===== src/rtl/rsk_pkg.sv =====
package rsk_pkg;

  typedef enum logic [2:0] {
    ST_IDLE  = 3'd0,
    ST_RUN   = 3'd1,
    ST_BLK   = 3'd2,
    ST_UNBLK = 3'd3,
    ST_SQ    = 3'd4
  } state_e;

endpackage


===== src/rtl/rsk_credit.sv =====
module rsk_credit #(
  parameter int W      = 4,
  parameter int DELAY  = 1,
  parameter int CNT_W  = 8,
  parameter int SLOT_W = $clog2(W + 1)
) (
  input  logic [CNT_W-1:0]  rob_free_i,
  input  logic [CNT_W-1:0]  iq_free_i,
  output logic              credit_ok_o,
  output logic [SLOT_W-1:0] limit_o
);
  localparam int SW   = CNT_W + 2;
  localparam int DISC = W * DELAY;

  logic signed [SW-1:0] rob_use, iq_use, use_min;

  // Reported counts lag by the feedback delay; discount in-flight slots.
  assign rob_use = $signed({2'b00, rob_free_i}) - $signed(SW'(DISC));
  assign iq_use  = $signed({2'b00, iq_free_i})  - $signed(SW'(DISC));
  assign use_min = (rob_use < iq_use) ? rob_use : iq_use;

  always_comb begin
    credit_ok_o = (use_min > $signed(SW'(0)));
    if (!credit_ok_o)
      limit_o = '0;
    else if (use_min >= $signed(SW'(W)))
      limit_o = SLOT_W'(W);
    else
      limit_o = use_min[SLOT_W-1:0];
  end
endmodule


===== src/rtl/rsk_group_pick.sv =====
module rsk_group_pick #(
  parameter int W      = 4,
  parameter int DATA_W = 16,
  parameter int CNT_W  = 8,
  parameter int SLOT_W = $clog2(W + 1)
) (
  input  logic [W*DATA_W-1:0] insts_i,
  input  logic [W-1:0]        kill_i,
  input  logic [W-1:0]        dst_i,
  input  logic [SLOT_W-1:0]   cnt_i,
  input  logic [SLOT_W-1:0]   start_i,
  input  logic [SLOT_W-1:0]   limit_i,
  input  logic [CNT_W-1:0]    regs_i,
  output logic [W*DATA_W-1:0] data_o,
  output logic [SLOT_W-1:0]   n_o,
  output logic [SLOT_W-1:0]   next_o,
  output logic                done_o
);
  logic [SLOT_W-1:0] budget, pos, n;
  logic [CNT_W-1:0]  regs;
  logic              stop;
  logic [W*DATA_W-1:0] data;

  // Walk slots in program order from start_i; pack survivors from slot 0.
  always_comb begin
    data   = '0;
    n      = '0;
    pos    = start_i;
    budget = limit_i;
    regs   = regs_i;
    stop   = 1'b0;
    for (int s = 0; s < W; s++) begin
      if (!stop && (SLOT_W'(s) >= start_i) && (SLOT_W'(s) < cnt_i)) begin
        if (budget == '0) begin
          stop = 1'b1;
        end else if (kill_i[s]) begin
          pos    = SLOT_W'(s + 1);
          budget = budget - 1'b1;
        end else if (dst_i[s] && (regs == '0)) begin
          stop = 1'b1;
        end else begin
          data[n*DATA_W +: DATA_W] = insts_i[s*DATA_W +: DATA_W];
          n      = n + 1'b1;
          if (dst_i[s]) regs = regs - 1'b1;
          budget = budget - 1'b1;
          pos    = SLOT_W'(s + 1);
        end
      end
    end
  end

  assign data_o = data;
  assign n_o    = n;
  assign next_o = pos;
  assign done_o = (pos >= cnt_i);
endmodule


===== src/rtl/rsk_skid_fifo.sv =====
module rsk_skid_fifo #(
  parameter int DEPTH = 4,
  parameter int ENT_W = 80,
  parameter int PTR_W = (DEPTH > 1) ? $clog2(DEPTH) : 1,
  parameter int OCC_W = $clog2(DEPTH + 1)
) (
  input  logic             clk,
  input  logic             rst,
  input  logic             clr_i,
  input  logic             push_i,
  input  logic [ENT_W-1:0] push_data_i,
  input  logic             pop_i,
  output logic [ENT_W-1:0] head_o,
  output logic [OCC_W-1:0] count_o,
  output logic             full_o
);
  logic [ENT_W-1:0] mem [DEPTH];
  logic [PTR_W-1:0] wr_ptr, rd_ptr;
  logic [OCC_W-1:0] count;

  function automatic logic [PTR_W-1:0] bump(input logic [PTR_W-1:0] p);
    return (p == PTR_W'(DEPTH - 1)) ? '0 : p + 1'b1;
  endfunction

  // Storage array without reset so it maps onto RAM resources.
  always_ff @(posedge clk) begin
    if (push_i) mem[wr_ptr] <= push_data_i;
  end

  always_ff @(posedge clk) begin
    if (rst || clr_i) begin
      wr_ptr <= '0;
      rd_ptr <= '0;
      count  <= '0;
    end else begin
      if (push_i) wr_ptr <= bump(wr_ptr);
      if (pop_i)  rd_ptr <= bump(rd_ptr);
      case ({push_i, pop_i})
        2'b10:   count <= count + 1'b1;
        2'b01:   count <= count - 1'b1;
        default: count <= count;
      endcase
    end
  end

  assign head_o  = mem[rd_ptr];
  assign count_o = count;
  assign full_o  = (count == OCC_W'(DEPTH));
endmodule


===== src/rtl/rename_skid_ctrl.sv =====
module rename_skid_ctrl #(
  parameter int W      = 4,
  parameter int DATA_W = 16,
  parameter int CNT_W  = 8,
  parameter int DELAY  = 1,
  parameter int DEPTH  = 4,
  parameter int SLOT_W = $clog2(W + 1)
) (
  input  logic                clk,
  input  logic                rst,
  input  logic [SLOT_W-1:0]   in_count_i,
  input  logic [W*DATA_W-1:0] in_insts_i,
  input  logic [W-1:0]        in_kill_i,
  input  logic [W-1:0]        in_dst_i,
  input  logic                down_stall_i,
  input  logic                flush_i,
  input  logic                rob_flushing_i,
  input  logic [CNT_W-1:0]    rob_free_i,
  input  logic [CNT_W-1:0]    iq_free_i,
  input  logic [CNT_W-1:0]    free_regs_i,
  output logic [W*DATA_W-1:0] out_insts_o,
  output logic [SLOT_W-1:0]   out_count_o,
  output logic                stall_o
);
  import rsk_pkg::*;

  localparam int PAY_W = W * DATA_W;
  localparam int ENT_W = PAY_W + 2 * W + SLOT_W;
  localparam int OCC_W = $clog2(DEPTH + 1);

  state_e            state_q, state_d;
  logic [SLOT_W-1:0] idx_q, idx_d;
  logic [PAY_W-1:0]  od_d;
  logic [SLOT_W-1:0] oc_d;
  logic              stall_d;

  logic              credit_ok;
  logic [SLOT_W-1:0] limit;

  logic [ENT_W-1:0]  skid_head, in_entry;
  logic [OCC_W-1:0]  skid_cnt;
  logic              skid_full, skid_push, skid_pop, skid_clr;

  logic [PAY_W-1:0]  h_insts, p_insts, pick_data;
  logic [W-1:0]      h_kill, h_dst, p_kill, p_dst;
  logic [SLOT_W-1:0] h_cnt, p_cnt, p_start, pick_n, pick_next;
  logic              pick_done, from_skid, in_has, flush_any, regs_ok;

  assign in_entry = {in_count_i, in_dst_i, in_kill_i, in_insts_i};
  assign h_insts  = skid_head[PAY_W-1:0];
  assign h_kill   = skid_head[PAY_W +: W];
  assign h_dst    = skid_head[PAY_W + W +: W];
  assign h_cnt    = skid_head[PAY_W + 2*W +: SLOT_W];

  assign in_has    = (in_count_i != '0);
  assign flush_any = flush_i | rob_flushing_i;
  assign regs_ok   = (free_regs_i != '0);
  assign from_skid = (state_q == ST_UNBLK);

  assign p_insts = from_skid ? h_insts : in_insts_i;
  assign p_kill  = from_skid ? h_kill  : in_kill_i;
  assign p_dst   = from_skid ? h_dst   : in_dst_i;
  assign p_cnt   = from_skid ? h_cnt   : in_count_i;
  assign p_start = from_skid ? idx_q   : '0;

  rsk_credit #(.W(W), .DELAY(DELAY), .CNT_W(CNT_W), .SLOT_W(SLOT_W)) credit_i (
    .rob_free_i (rob_free_i),
    .iq_free_i  (iq_free_i),
    .credit_ok_o(credit_ok),
    .limit_o    (limit)
  );

  rsk_group_pick #(.W(W), .DATA_W(DATA_W), .CNT_W(CNT_W), .SLOT_W(SLOT_W)) pick_i (
    .insts_i(p_insts),
    .kill_i (p_kill),
    .dst_i  (p_dst),
    .cnt_i  (p_cnt),
    .start_i(p_start),
    .limit_i(limit),
    .regs_i (free_regs_i),
    .data_o (pick_data),
    .n_o    (pick_n),
    .next_o (pick_next),
    .done_o (pick_done)
  );

  rsk_skid_fifo #(.DEPTH(DEPTH), .ENT_W(ENT_W)) skid_i (
    .clk        (clk),
    .rst        (rst),
    .clr_i      (skid_clr),
    .push_i     (skid_push),
    .push_data_i(in_entry),
    .pop_i      (skid_pop),
    .head_o     (skid_head),
    .count_o    (skid_cnt),
    .full_o     (skid_full)
  );

  always_comb begin
    state_d   = state_q;
    idx_d     = idx_q;
    oc_d      = '0;
    od_d      = '0;
    stall_d   = 1'b0;
    skid_push = 1'b0;
    skid_pop  = 1'b0;
    skid_clr  = 1'b0;
    if (flush_any) begin
      skid_clr = 1'b1;
      idx_d    = '0;
      state_d  = ST_SQ;
    end else begin
      case (state_q)
        ST_IDLE, ST_RUN: begin
          if (down_stall_i) begin
            skid_push = in_has;
            state_d   = ST_BLK;
            stall_d   = 1'b1;
          end else if (!in_has) begin
            state_d = ST_IDLE;
          end else if (!credit_ok) begin
            skid_push = 1'b1;
            state_d   = ST_BLK;
            stall_d   = 1'b1;
          end else begin
            oc_d = pick_n;
            od_d = pick_data;
            if (pick_done) begin
              idx_d   = '0;
              state_d = ST_RUN;
            end else begin
              skid_push = 1'b1;
              idx_d     = pick_next;
              state_d   = ST_BLK;
              stall_d   = 1'b1;
            end
          end
        end
        ST_BLK: begin
          skid_push = in_has;
          stall_d   = 1'b1;
          if (!down_stall_i && credit_ok && regs_ok) begin
            if (skid_cnt == '0 && !in_has) begin
              state_d = ST_RUN;
              stall_d = 1'b0;
            end else begin
              state_d = ST_UNBLK;
            end
          end
        end
        ST_UNBLK: begin
          skid_push = in_has;
          stall_d   = 1'b1;
          if (skid_cnt == '0) begin
            state_d = in_has ? ST_UNBLK : ST_RUN;
            stall_d = in_has;
          end else if (down_stall_i || !credit_ok) begin
            state_d = ST_BLK;
          end else begin
            oc_d = pick_n;
            od_d = pick_data;
            if (pick_done) begin
              skid_pop = 1'b1;
              idx_d    = '0;
              if (skid_cnt == OCC_W'(1) && !in_has) begin
                state_d = ST_RUN;
                stall_d = 1'b0;
              end
            end else begin
              idx_d   = pick_next;
              state_d = ST_BLK;
            end
          end
        end
        ST_SQ: begin
          state_d = ST_RUN;
        end
        default: state_d = ST_IDLE;
      endcase
    end
  end

  always_ff @(posedge clk) begin
    if (rst) begin
      state_q     <= ST_IDLE;
      idx_q       <= '0;
      out_insts_o <= '0;
      out_count_o <= '0;
      stall_o     <= 1'b0;
    end else begin
      state_q     <= state_d;
      idx_q       <= idx_d;
      out_insts_o <= od_d;
      out_count_o <= oc_d;
      stall_o     <= stall_d;
    end
  end
endmodule


===== config.mk =====
export PLATFORM = sky130hd
export DESIGN_NAME = rename_skid_ctrl
export DESIGN_NICKNAME = d
export VERILOG_FILES = /design/src/rtl/rsk_pkg.sv /design/src/rtl/rsk_credit.sv /design/src/rtl/rsk_group_pick.sv /design/src/rtl/rsk_skid_fifo.sv /design/src/rtl/rename_skid_ctrl.sv
export SDC_FILE = /design/constraint.sdc
export NUM_CORES = 1
export LEC_CHECK = 0
export ABC_AREA = 1
export BUFFER_PORTS_ARGS = -buffer_cell sky130_fd_sc_hd__buf_2
export CAP_MARGIN = 15
export CORE_ASPECT_RATIO = 1.5
export CORE_UTILIZATION = 43
export CTS_CLUSTER_SIZE = 12
export DETAILED_ROUTE_END_ITERATION = 10
export PLACE_DENSITY = 0.7
export SLEW_MARGIN = 40
export SYNTH_ARGS = -nofsm -noshare
export SYNTH_HDL_FRONTEND = slang
export SYNTH_HIERARCHICAL = 1
export SYNTH_SLANG_ARGS = --single-unit

===== constraint.sdc =====
create_clock -name clk -period 30.3 [get_ports clk]
set_input_delay 7.575 -clock clk [delete_from_list [all_inputs] [get_ports clk]]
set_output_delay 7.575 -clock clk [all_outputs]
set_load 0.01 [all_outputs]

# Word level (Yosys, flattened, before mapping)

Memories as Yosys holds them, arrays and structs flattened. A register that Yosys moved wholly into a read port is not among the register bits.
Index checks and enable logic that the tools add are counted.

Flip-flop bits (word level): 81
Latch bits: 0
Bits in writable memories: 300
ROM bits: 0
Output and inout bits: 68
Memories: 1

Memory list:

| memory     | depth | width | rd ports | clocked after Yosys merged registers in | write ports | line                | source |
|---|---|---|---|---|---|---|---|
| skid_i.mem | 4     | 75    | 1        | 1                                       | 1           | rsk_skid_fifo.sv:17 | `logic [ENT_W-1:0] mem [DEPTH];` |

Add/sub/neg operators: 18
Multiply operators: 0
Divide/modulo/power cells: 0
Order comparisons: 12
Equal/unequal tests: 18
Shift-type cells: 6
Muxes and demuxes: 157
Bitwise logic cells: 1
Reductions and logical operators: 43

Operator list:

| operator                 | number |
|---|---|
| $mux 64                  | 18 |
| $bwmux 64                | 3 |
| $mux 3                   | 64 |
| $shift 16x34->64 const A | 3 |
| $shiftx 16x34->64        | 3 |
| $pmux 64 s2              | 1 |
| $mux 8                   | 15 |
| $neg 7->34               | 3 |
| $mux 16                  | 4 |
| $mux 1                   | 33 |
| $logic_not 8->1          | 4 |
| $sub 8x1->8 const B      | 3 |
| $mux 2                   | 10 |
| $logic_not 3->1          | 6 |
| $pmux 3 s2               | 3 |
| $sub 8x3->9 const B      | 2 |
| $logic_and 1x1->1        | 15 |
| $add 3x1->3 const B      | 4 |
| $ne 2x2->1 const B       | 6 |
| $pmux 3 s4               | 1 |
| $sub 3x1->3 const B      | 4 |
| $ge 10x4->1 const B      | 1 |
| $gt 10x1->1 const B      | 1 |
| $lt 10x10->1             | 1 |
| 27 further kinds         | 47 |

# Longest topological paths before layout

Gate-level depths: netlist of the first run.

Depth after elaboration: 36
Gate-level depth with buffers: 64
Gate-level depth less buffers: 64

# Cells and area by module

Netlist of the first run, hierarchy kept.

By module, submodules not included:

| module           | instances | cells an instance | area an instance (µm²) |
|---|---|---|---|
| rsk_skid_fifo    | 1         | 784               | 12271.8 |
| rsk_group_pick   | 1         | 857               | 4125.2 |
| rename_skid_ctrl | 1         | 543               | 3470.8 |
| rsk_credit       | 1         | 100               | 579.3 |

# Worst setup path after synthesis of the first run

OpenSTA, ideal clock, no wires.

Path kind: input to register
From: input port iq_free_i[2]
To: memory skid_i/mem[3][0] (netlist bit), enable pin
Setup time: 0.430 ns
Data arrival time: 15.588 ns
Slack: 14.282 ns
Cell stages on the path: 55
Cell sequence: inv_2 > ha_1 > nand2_1 > nor3_1 > inv_1 > ha_1 > nand2_2 > inv_2 > a21oi_2 > nand3_2 > nand2_4 > nand2_4 > o21ai_2 > nand2_2 > nor2_1 > inv_1 > ha_1 > ha_1 > (+19 left out) > nor2_1 > nand4_1 > nor2_1 > nand3_1 > nand2_1 > nand3_1 > nor2_4 > nand2_8 > o21ai_1 > nand2_1 > ha_1 > a21oi_1 > o211ai_1 > nand3_1 > o21ai_0 > nor3_1 > nand2_1 > inv_1

Longest elaborated chain between the ends: 36
Elaborated cells on any way between the ends: 88
Classes of those cells: 6 x add/sub; 4 x order compare; 59 x mux; 19 x reduce/logical

Ends and longest elaborated chain:

| what                           | line                    | source |
|---|---|---|
| start: declaration             | rename_skid_ctrl.sv:19  | `input logic [CNT_W-1:0] iq_free_i,` |
| $sub 8x3->9 *                  | rsk_credit.sv:19        | `assign iq_use = $signed({2'b00, iq_free_i}) - $signed(SW'(DISC));` |
| $lt 10x10->1                   | rsk_credit.sv:20        | `assign use_min = (rob_use < iq_use) ? rob_use : iq_use;` |
| $mux 10 *                      | rsk_credit.sv:20        |  |
| $ge 10x4->1                    | rsk_credit.sv:26        | `else if (use_min >= $signed(SW'(W)))` |
| $mux 3                         | rsk_credit.sv:26        |  |
| $mux 3 *                       | rsk_credit.sv:24        | `if (!credit_ok_o)` |
| net limit[1]                   | rename_skid_ctrl.sv:38  | `logic [SLOT_W-1:0] limit;` |
| $logic_not 3->1                | rsk_group_pick.sv:34    | `if (budget == '0) begin` |
| (+20 left out)                 | n/a                     |  |
| net pick_next[2]               | rename_skid_ctrl.sv:46  | `logic [SLOT_W-1:0] h_cnt, p_cnt, p_start, pick_n, pick_next;` |
| (+1 left out)                  | n/a                     |  |
| net pick_done                  | rename_skid_ctrl.sv:47  | `logic pick_done, from_skid, in_has, flush_any, regs_ok;` |
| (+1 left out)                  | n/a                     |  |
| $mux 1 *                       | rename_skid_ctrl.sv:121 | `end else if (!credit_ok) begin` |
| $mux 1 *                       | rename_skid_ctrl.sv:119 | `end else if (!in_has) begin` |
| $mux 1 *                       | rename_skid_ctrl.sv:115 | `if (down_stall_i) begin` |
| $pmux 1 s2 *                   | rename_skid_ctrl.sv:113 | `case (state_q)` |
| $mux 1 *                       | rename_skid_ctrl.sv:108 | `if (flush_any) begin` |
| net skid_push                  | rename_skid_ctrl.sv:42  | `logic skid_full, skid_push, skid_pop, skid_clr;` |
| $mux 1 *                       | rsk_skid_fifo.sv:27     | `if (push_i) mem[wr_ptr] <= push_data_i;` |
| $mux 1 (implied by the code) * | rsk_skid_fifo.sv:27     |  |
| end: declaration               | rsk_skid_fifo.sv:17     |  |

The timed path passes the listed nets; every way through them passes the cells marked *.

# Worst setup path after layout of the first run

From: input port iq_free_i[2]
To: memory skid_i/mem[3][26] (netlist bit), enable pin

The elaborated chain is that of the path after synthesis.

==> metrics.txt, run 1 <==
# TYPE chip_impl_metric gauge
chip_impl_info{name="result_of_the_run",value="complete, no violations"} 1
chip_impl_metric{name="grt_remaining_overflow",unit=""} 0
chip_impl_info{name="timing.critical_path.from",value="iq_free_i[2]"} 1
chip_impl_metric{name="first_pass_iters",unit=""} 5
chip_impl_metric{name="die_w",unit="µm"} 180.0
chip_impl_metric{name="worstPathRequired",unit="ns"} 30.46
chip_impl_metric{name="timing.final.max_slew_violations",unit=""} 0
chip_impl_metric{name="post_layout_nonfiller_instances",unit=""} 3024
chip_impl_metric{name="cts_max_path_buffers",unit=""} 3
chip_impl_metric{name="timing.slew.headroom",unit="%"} 43.95
chip_impl_metric{name="post_cts_gate_resize_count",unit=""} 0
chip_impl_metric{name="ff2ff_setup_slack",unit="ns"} 20.00
chip_impl_metric{name="clock_tree.htree_level_count",unit=""} 2
chip_impl_metric{name="timing_hold_violations_final",unit=""} 0
chip_impl_info{name="critical-path-top-cell-by-count",value="nand2_1"} 1
chip_impl_metric{name="synthToLayoutAreaGrowth",unit="%"} 11.13
chip_impl_metric{name="crit_fanout",unit=""} 43
chip_impl_metric{name="cellPowerDensity",unit="nW/µm²"} 56.89
chip_impl_metric{name="final.fill_count",unit=""} 4394
chip_impl_info{name="rsz0062_at_grt",value="no"} 1
chip_impl_metric{name="report.final.setup_viol",unit=""} 0
chip_impl_metric{name="number_of_maximum_capacitance_constraint_violations",unit=""} 0
chip_impl_metric{name="timing.final.ws_setup",unit="ns"} 13.11
chip_impl_metric{name="synthCells",unit=""} 2283
chip_impl_metric{name="layout.nets",unit=""} 2548
chip_impl_metric{name="numClockSinks",unit=""} 383
chip_impl_info{name="end_kind",value="flop"} 1
chip_impl_metric{name="route.detailed.vias_per_inst",unit=""} 5.307
chip_impl_metric{name="drive_gt1_share",unit="%"} 19.05
chip_impl_info{name="slowest_stage",value="buf_4"} 1
chip_impl_metric{name="setup_total_negative_slack",unit="ns"} 0
chip_impl_info{name="type_of_the_most_critical_hold_path",value="reg -> reg"} 1
chip_impl_metric{name="finClkSkew",unit="ns"} 0.04638
chip_impl_metric{name="post-route-cell-area",unit="µm²"} 22710
chip_impl_metric{name="syn-mean-instance-area",unit="µm²"} 8.953
chip_impl_metric{name="dp.cells",unit=""} 2954
chip_impl_metric{name="timing.critical_path.slowest_cell_delay",unit="ns"} 0.65
chip_impl_metric{name="final_period_util",unit="%"} 56.72
chip_impl_metric{name="power_leakage",unit="nW"} 9.251
chip_impl_metric{name="synthesis.nets",unit=""} 2430
chip_impl_metric{name="drt-total-wl",unit="mm"} 56.24
chip_impl_metric{name="gpl.final_weighted_congestion",unit=""} 0.9876
chip_impl_metric{name="clock.fmax",unit="MHz"} 58.18
chip_impl_metric{name="yosys_warnings",unit=""} 6
chip_impl_metric{name="vdd.ir_drop.worst",unit="mV"} 0.03170
chip_impl_metric{name="arrival",unit="ns"} 17.35
chip_impl_metric{name="clk_transition_reported_paths",unit="ns"} 0.06
chip_impl_metric{name="design.die.area",unit="µm²"} 48430
chip_impl_metric{name="place.detailed.hpwl",unit="mm"} 39.18
chip_impl_metric{name="cts.repair_timing.setup_buffer_count",unit=""} 0
chip_impl_info{name="regToRegEndpoint",value="skid_i/mem[3][26]"} 1
chip_impl_metric{name="cts_bufs_inserted",unit=""} 39
chip_impl_metric{name="grt_util_overall",unit="%"} 22.85
chip_impl_metric{name="drt_first_iter_violations",unit=""} 1088
chip_impl_metric{name="synthesis.area",unit="µm²"} 20440
chip_impl_metric{name="grt_pass1_wl",unit="mm"} 86.11
chip_impl_metric{name="period_minus_slack",unit="ns"} 17.19
chip_impl_info{name="crit_path_start_kind",value="primary input"} 1
chip_impl_metric{name="start_util",unit="%"} 43.63
chip_impl_metric{name="rows",unit=""} 97
chip_impl_metric{name="first_global_vias",unit=""} 15820
chip_impl_metric{name="worst_setup_timing_slack_at_the_placement_stage",unit="ns"} 12.42
chip_impl_info{name="setup.worst_path.class",value="in -> reg"} 1
chip_impl_info{name="clk_root_buffer_cell",value="clkbuf_16"} 1
chip_impl_metric{name="num_io_pins",unit=""} 172
chip_impl_metric{name="timing.reg2reg.worst_path_depth",unit=""} 44
chip_impl_info{name="tritoncts",value="done"} 1
chip_impl_metric{name="die_y",unit="µm"} 269.0
chip_impl_metric{name="tightestPinTransition",unit="ns"} 0.8377
chip_impl_metric{name="port-buffer-count",unit=""} 171
chip_impl_metric{name="postRouteAntennaNets",unit=""} 0
chip_impl_info{name="setup.worst_path.end",value="skid_i/mem[3][26]"} 1
chip_impl_metric{name="cts.hold.buffers_added",unit=""} 0
chip_impl_metric{name="drc",unit=""} 0
chip_impl_metric{name="dpl-instance-area",unit="µm²"} 21520
chip_impl_metric{name="grt_antenna_before_repair",unit=""} 9
chip_impl_metric{name="core_region_area",unit="µm²"} 46850
chip_impl_metric{name="maximum_number_of_pins_on_one_net_before_global_route_repair",unit=""} 87
chip_impl_metric{name="dr_total_vias",unit=""} 16050
chip_impl_metric{name="route.detailed.wl_per_inst",unit="µm"} 18.60
chip_impl_metric{name="worstSkewPairLatency",unit="ns"} 0.57
chip_impl_metric{name="worst_hold_path.num_cells",unit=""} 2
chip_impl_metric{name="utilization",unit="%"} 48.49
## cell type report
cell class	instances	area (µm²)	share of cell area [%]
antenna	5	12.51	0.05508
clock buffer	57	1046	4.605
clock inverter	8	132.6	0.5839
inverter	250	945.9	4.164
multi-input combinational	1543	8183	36.03
sequential	383	10680	47.00
tap	594	743.2	3.272
timing repair buffer	184	975.9	4.297
## flip-flops by register name, indices dropped and copies added, names as in the netlist, named ones only
signal          flops
skid_i/rd_ptr       2
idx_q               3
skid_i/wr_ptr       2
out_insts_o        64
skid_i/count_o      3
skid_i/mem        300
out_count_o         3
stall_o             1
state_q             3
## routing by layer
layer / track usage [%] / vias to the layer above / wire [µm] / share of wire (%)
met5: 0 / - / 52 / 0.092
met4: 11.99 / 8 / 2708 / 4.8
met3: 3.471 / 137 / 3098 / 5.5
met2: 42.38 / 577 / 28780 / 51
met1: 25.28 / 7579 / 21600 / 38
li1: - / 7746 / - / -
## worst max-delay path, delay by kind of cell
kind / cells / cell delay (ns)
fa+ha+maj: 8 / 1.84
compound gates: 6 / 1.17
simple gates: 33 / 4.85
buf+inv: 9 / 1.74
## stage by stage
step	power [W]	hold WS (ns)
after floorplan	0.0007729	0.4534
after global placement	0.0008464	0.4637
after detailed placement	0.0008520	0.4810
after CTS	0.001296	0.4948
after global routing	0.001348	0.5184
final	0.001292	0.4913
## placed cells by master, fill, tap and decap left out, types with 4 or more instances in the layout
cell type / instances
a21oi_1: 12
buf_2: 171
buf_4: 7
buf_6: 6
clkbuf_1: 16
clkbuf_16: 39
clkinv_1: 4
dfxtp_1: 81
diode_2: 5
edfxtp_1: 300
ha_1: 42
inv_1: 226
inv_2: 18
nand2_1: 578
nand2_2: 15
nand3_1: 80
nand3_2: 10
nand4_1: 31
nor2_1: 274
nor2_2: 50
nor2_4: 60
nor3_1: 18
nor4_1: 7
o21ai_0: 209
o21ai_1: 35
o21ai_2: 9
o22ai_1: 30
o22ai_2: 45
xnor2_1: 4
xor2_1: 8
## power by group
group | leakage, nW | internal, W | switching, W | total (W)
Clock | 0.565 | 0.000251 | 0.000197 | 0.000448
Combinational | 5.31 | 0.0000730 | 0.000193 | 0.000266
Sequential | 3.38 | 0.000576 | 0.00000241 | 0.000579
Total | 9.25 | 0.000900 | 0.000392 | 0.00129
## worst min path at each step
stage,endpoint,slack [ns],from
detailed placement,idx_q[0],0.48,idx_q[0]
global route,idx_q[0],0.52,idx_q[0]
floorplan,idx_q[0],0.45,idx_q[0]
global placement,flop,0.46,skid_i/rd_ptr[1]
finish,idx_q[0],0.49,idx_q[0]
CTS,idx_q[0],0.49,idx_q[0]
(Power assumes the default switching activity.)
==> run 2, diff against run 1 <==
Settings changed: PLACE_DENSITY 0.7 to 0.72.
Clock period 30.3 ns to 14.4 ns, I/O delays scaled along.
==> metrics.txt, run 2 (synthesis results as in run 1) <==
# TYPE chip_impl_metric gauge
chip_impl_metric{name="drt_first_iter_violations",unit=""} 1230
chip_impl_metric{name="drive_gt1_share",unit="%"} 19.29
chip_impl_metric{name="cts_bufs_inserted",unit=""} 39
chip_impl_metric{name="wl_met3",unit="mm"} 3.071
chip_impl_metric{name="final_period_util",unit="%"} 85.41
chip_impl_metric{name="drt-total-wl",unit="mm"} 57.60
chip_impl_info{name="setup.worst_path.class",value="in -> reg"} 1
chip_impl_metric{name="num_io_pins",unit=""} 172
chip_impl_metric{name="postRouteAntennaNets",unit=""} 0
chip_impl_metric{name="clk_transition_reported_paths",unit="ns"} 0.06
chip_impl_metric{name="timing.critical_path.slowest_cell_delay",unit="ns"} 0.58
chip_impl_metric{name="port-buffer-count",unit=""} 171
chip_impl_metric{name="switching_share",unit="%"} 30.47
chip_impl_info{name="critical-path-top-cell-by-count",value="nand2_1"} 1
chip_impl_metric{name="clock.fmax",unit="MHz"} 81.30
chip_impl_metric{name="numClockSinks",unit=""} 383
chip_impl_info{name="timing.critical_path.from",value="iq_free_i[2]"} 1
chip_impl_metric{name="first_pass_iters",unit=""} 5
chip_impl_metric{name="power_switching",unit="W"} 0.0008339
chip_impl_metric{name="power_frac_clock",unit="%"} 34.8
chip_impl_info{name="end_kind",value="flop"} 1
chip_impl_metric{name="tightestPinTransition",unit="ns"} 0.8682
chip_impl_metric{name="cts.repair_timing.setup_buffer_count",unit=""} 0
chip_impl_metric{name="met2WireLength",unit="mm"} 29.33
chip_impl_metric{name="layout.nets",unit=""} 2552
chip_impl_metric{name="timing.reg2reg.worst_path_depth",unit=""} 43
chip_impl_metric{name="setup_total_negative_slack",unit="ns"} 0
chip_impl_metric{name="start_util",unit="%"} 43.63
chip_impl_metric{name="grt_remaining_overflow",unit=""} 0
chip_impl_metric{name="die_y",unit="µm"} 269.0
chip_impl_metric{name="share_of_total_power_in_combinational_logic",unit="%"} 20.7
chip_impl_metric{name="first_global_vias",unit=""} 16130
chip_impl_metric{name="number_of_flip_flops_under_the_largest_register_name",unit=""} 300
chip_impl_metric{name="grt_util_overall",unit="%"} 23.30
chip_impl_metric{name="report.final.setup_viol",unit=""} 0
chip_impl_metric{name="clock_tree.htree_level_count",unit=""} 2
chip_impl_info{name="largest-register",value="skid_i/mem"} 1
chip_impl_metric{name="timing.slew.headroom",unit="%"} 41.91
chip_impl_info{name="type_of_the_most_critical_hold_path",value="reg -> reg"} 1
chip_impl_metric{name="dr_total_vias",unit=""} 16340
chip_impl_metric{name="worstPathRequired",unit="ns"} 14.62
chip_impl_info{name="clk_root_buffer_cell",value="clkbuf_16"} 1
chip_impl_info{name="crit_path_start_kind",value="primary input"} 1
chip_impl_info{name="slowest_stage",value="inv_2"} 1
chip_impl_metric{name="rows",unit=""} 97
chip_impl_metric{name="grt_pass1_wl",unit="mm"} 87.87
chip_impl_info{name="reg_top3",value="skid_i/mem: 300 flops, out_insts_o: 64 flops"} 1
chip_impl_metric{name="period_minus_slack",unit="ns"} 12.30
chip_impl_metric{name="drc",unit=""} 0
chip_impl_metric{name="die_w",unit="µm"} 180.0
chip_impl_metric{name="worstSkewPairLatency",unit="ns"} 0.57
chip_impl_metric{name="route.detailed.vias_per_inst",unit=""} 5.410
chip_impl_metric{name="finClkSkew",unit="ns"} 0.03805
chip_impl_metric{name="cts_max_path_buffers",unit=""} 3
chip_impl_info{name="rsz0062_at_grt",value="no"} 1
chip_impl_metric{name="sequentialPowerShare",unit="%"} 44.5
chip_impl_metric{name="crit_fanout",unit=""} 40
chip_impl_metric{name="design.die.area",unit="µm²"} 48430
chip_impl_metric{name="final.fill_count",unit=""} 4371
chip_impl_metric{name="core_region_area",unit="µm²"} 46850
chip_impl_metric{name="synthToLayoutAreaGrowth",unit="%"} 11.54
chip_impl_info{name="highest_layer",value="met5"} 1
chip_impl_metric{name="grt_antenna_before_repair",unit=""} 14
chip_impl_metric{name="power_leakage",unit="nW"} 9.284
chip_impl_info{name="result_of_the_run",value="complete, no violations"} 1
chip_impl_metric{name="gpl.final_weighted_congestion",unit=""} 1.008
chip_impl_metric{name="route.detailed.wl_per_inst",unit="µm"} 19.07
chip_impl_metric{name="power_report.internal_total",unit="W"} 0.001903
chip_impl_metric{name="arrival",unit="ns"} 12.52
chip_impl_metric{name="post_layout_nonfiller_instances",unit=""} 3020
chip_impl_metric{name="place.detailed.hpwl",unit="mm"} 39.45
chip_impl_info{name="tritoncts",value="done"} 1
chip_impl_metric{name="number_of_maximum_capacitance_constraint_violations",unit=""} 0
chip_impl_metric{name="timing.final.max_slew_violations",unit=""} 0
chip_impl_info{name="layout_commonest_cell",value="nand2_1"} 1
chip_impl_metric{name="vdd.ir_drop.worst",unit="mV"} 0.07585
chip_impl_metric{name="worst_hold_path.num_cells",unit=""} 2
chip_impl_metric{name="dp.cells",unit=""} 2957
chip_impl_metric{name="cts.hold.buffers_added",unit=""} 0
chip_impl_metric{name="maximum_number_of_pins_on_one_net_before_global_route_repair",unit=""} 81
chip_impl_info{name="final_cell_mix",value="nand2_1 (578), edfxtp_1 (300), nor2_1 (274), inv_1 (226), o21ai_0 (209)"} 1
chip_impl_metric{name="post_cts_gate_resize_count",unit=""} 0
chip_impl_info{name="hold_path.startpoint",value="idx_q[2]"} 1
chip_impl_metric{name="timing_hold_violations_final",unit=""} 0
chip_impl_metric{name="cellPowerDensity",unit="nW/µm²"} 120.0
chip_impl_metric{name="wl_met1",unit="mm"} 22.02
-- run 2: cell types whose count changed in the layout (fill, tap and decap cells not counted), sizes merged --
cell      delta
buf          +4
bufinv       +1
clkbuf       -8
clkinv       -6
clkinvlp     +3
inv          +2
-- run 2: final cells by class --
cell class / count / area (µm²) / area share [%]
inverters: 250 / 943.4 / 4.138
multi-input cells: 1543 / 8182 / 35.89
well taps: 594 / 743.2 / 3.260
diodes: 5 / 12.51 / 0.05488
clock inverters: 8 / 158.9 / 0.6970
clock buffers: 49 / 1013 / 4.445
flip-flops and latches: 383 / 10680 / 46.82
repair buffers: 188 / 1070 / 4.692
-- run 2: critical path: cells and delay by family --
family	cells	cell delay (ns)
AO/OA/AOI/OAI	6	0.89
adder cells (fa/ha/maj)	7	1.70
buffers and inverters	11	1.66
AND/OR/NAND/NOR	33	4.61
-- run 2: final timing paths --
path,slack (ns),to
setup / recovery,2.10,skid_i/mem[2][26]
hold / removal,0.48,idx_q[2]
setup reg to reg,4.98,skid_i/mem[2][26]
hold reg to reg,0.48,idx_q[2]
-- run 2: power groups by stage --
stage	clock network (W)	logic, W	registers (W)
global placement	0	0.000539	0.00124
global route	0.00101	0.000626	0.00122
floorplan	0	0.000384	0.00124
detailed placement	0	0.000551	0.00124
CTS	0.000969	0.000553	0.00122
finish	0.000952	0.000567	0.00122
-- run 2: layer usage --
metal	track usage [%]	vias up
met5	0	-
met4	13.91	14
met3	3.214	170
met2	43.09	646
met1	25.44	7759
li1	-	7750
-- run 2: through the flow --
stage               utilization, %  instance area [µm²]  setup slack [ns]  power (W)  hold WS [ns]
detailed placement           46.06                21580             1.683   0.001792        0.4748
CTS                          48.56                22750             2.220   0.002740        0.4888
finish                       48.66                22800             2.100   0.002737        0.4835
floorplan                        -                20440             2.357   0.001626        0.4534
global route                 48.66                22800             1.259   0.002852        0.5252
global placement             45.99                21550             2.026   0.001780        0.4615
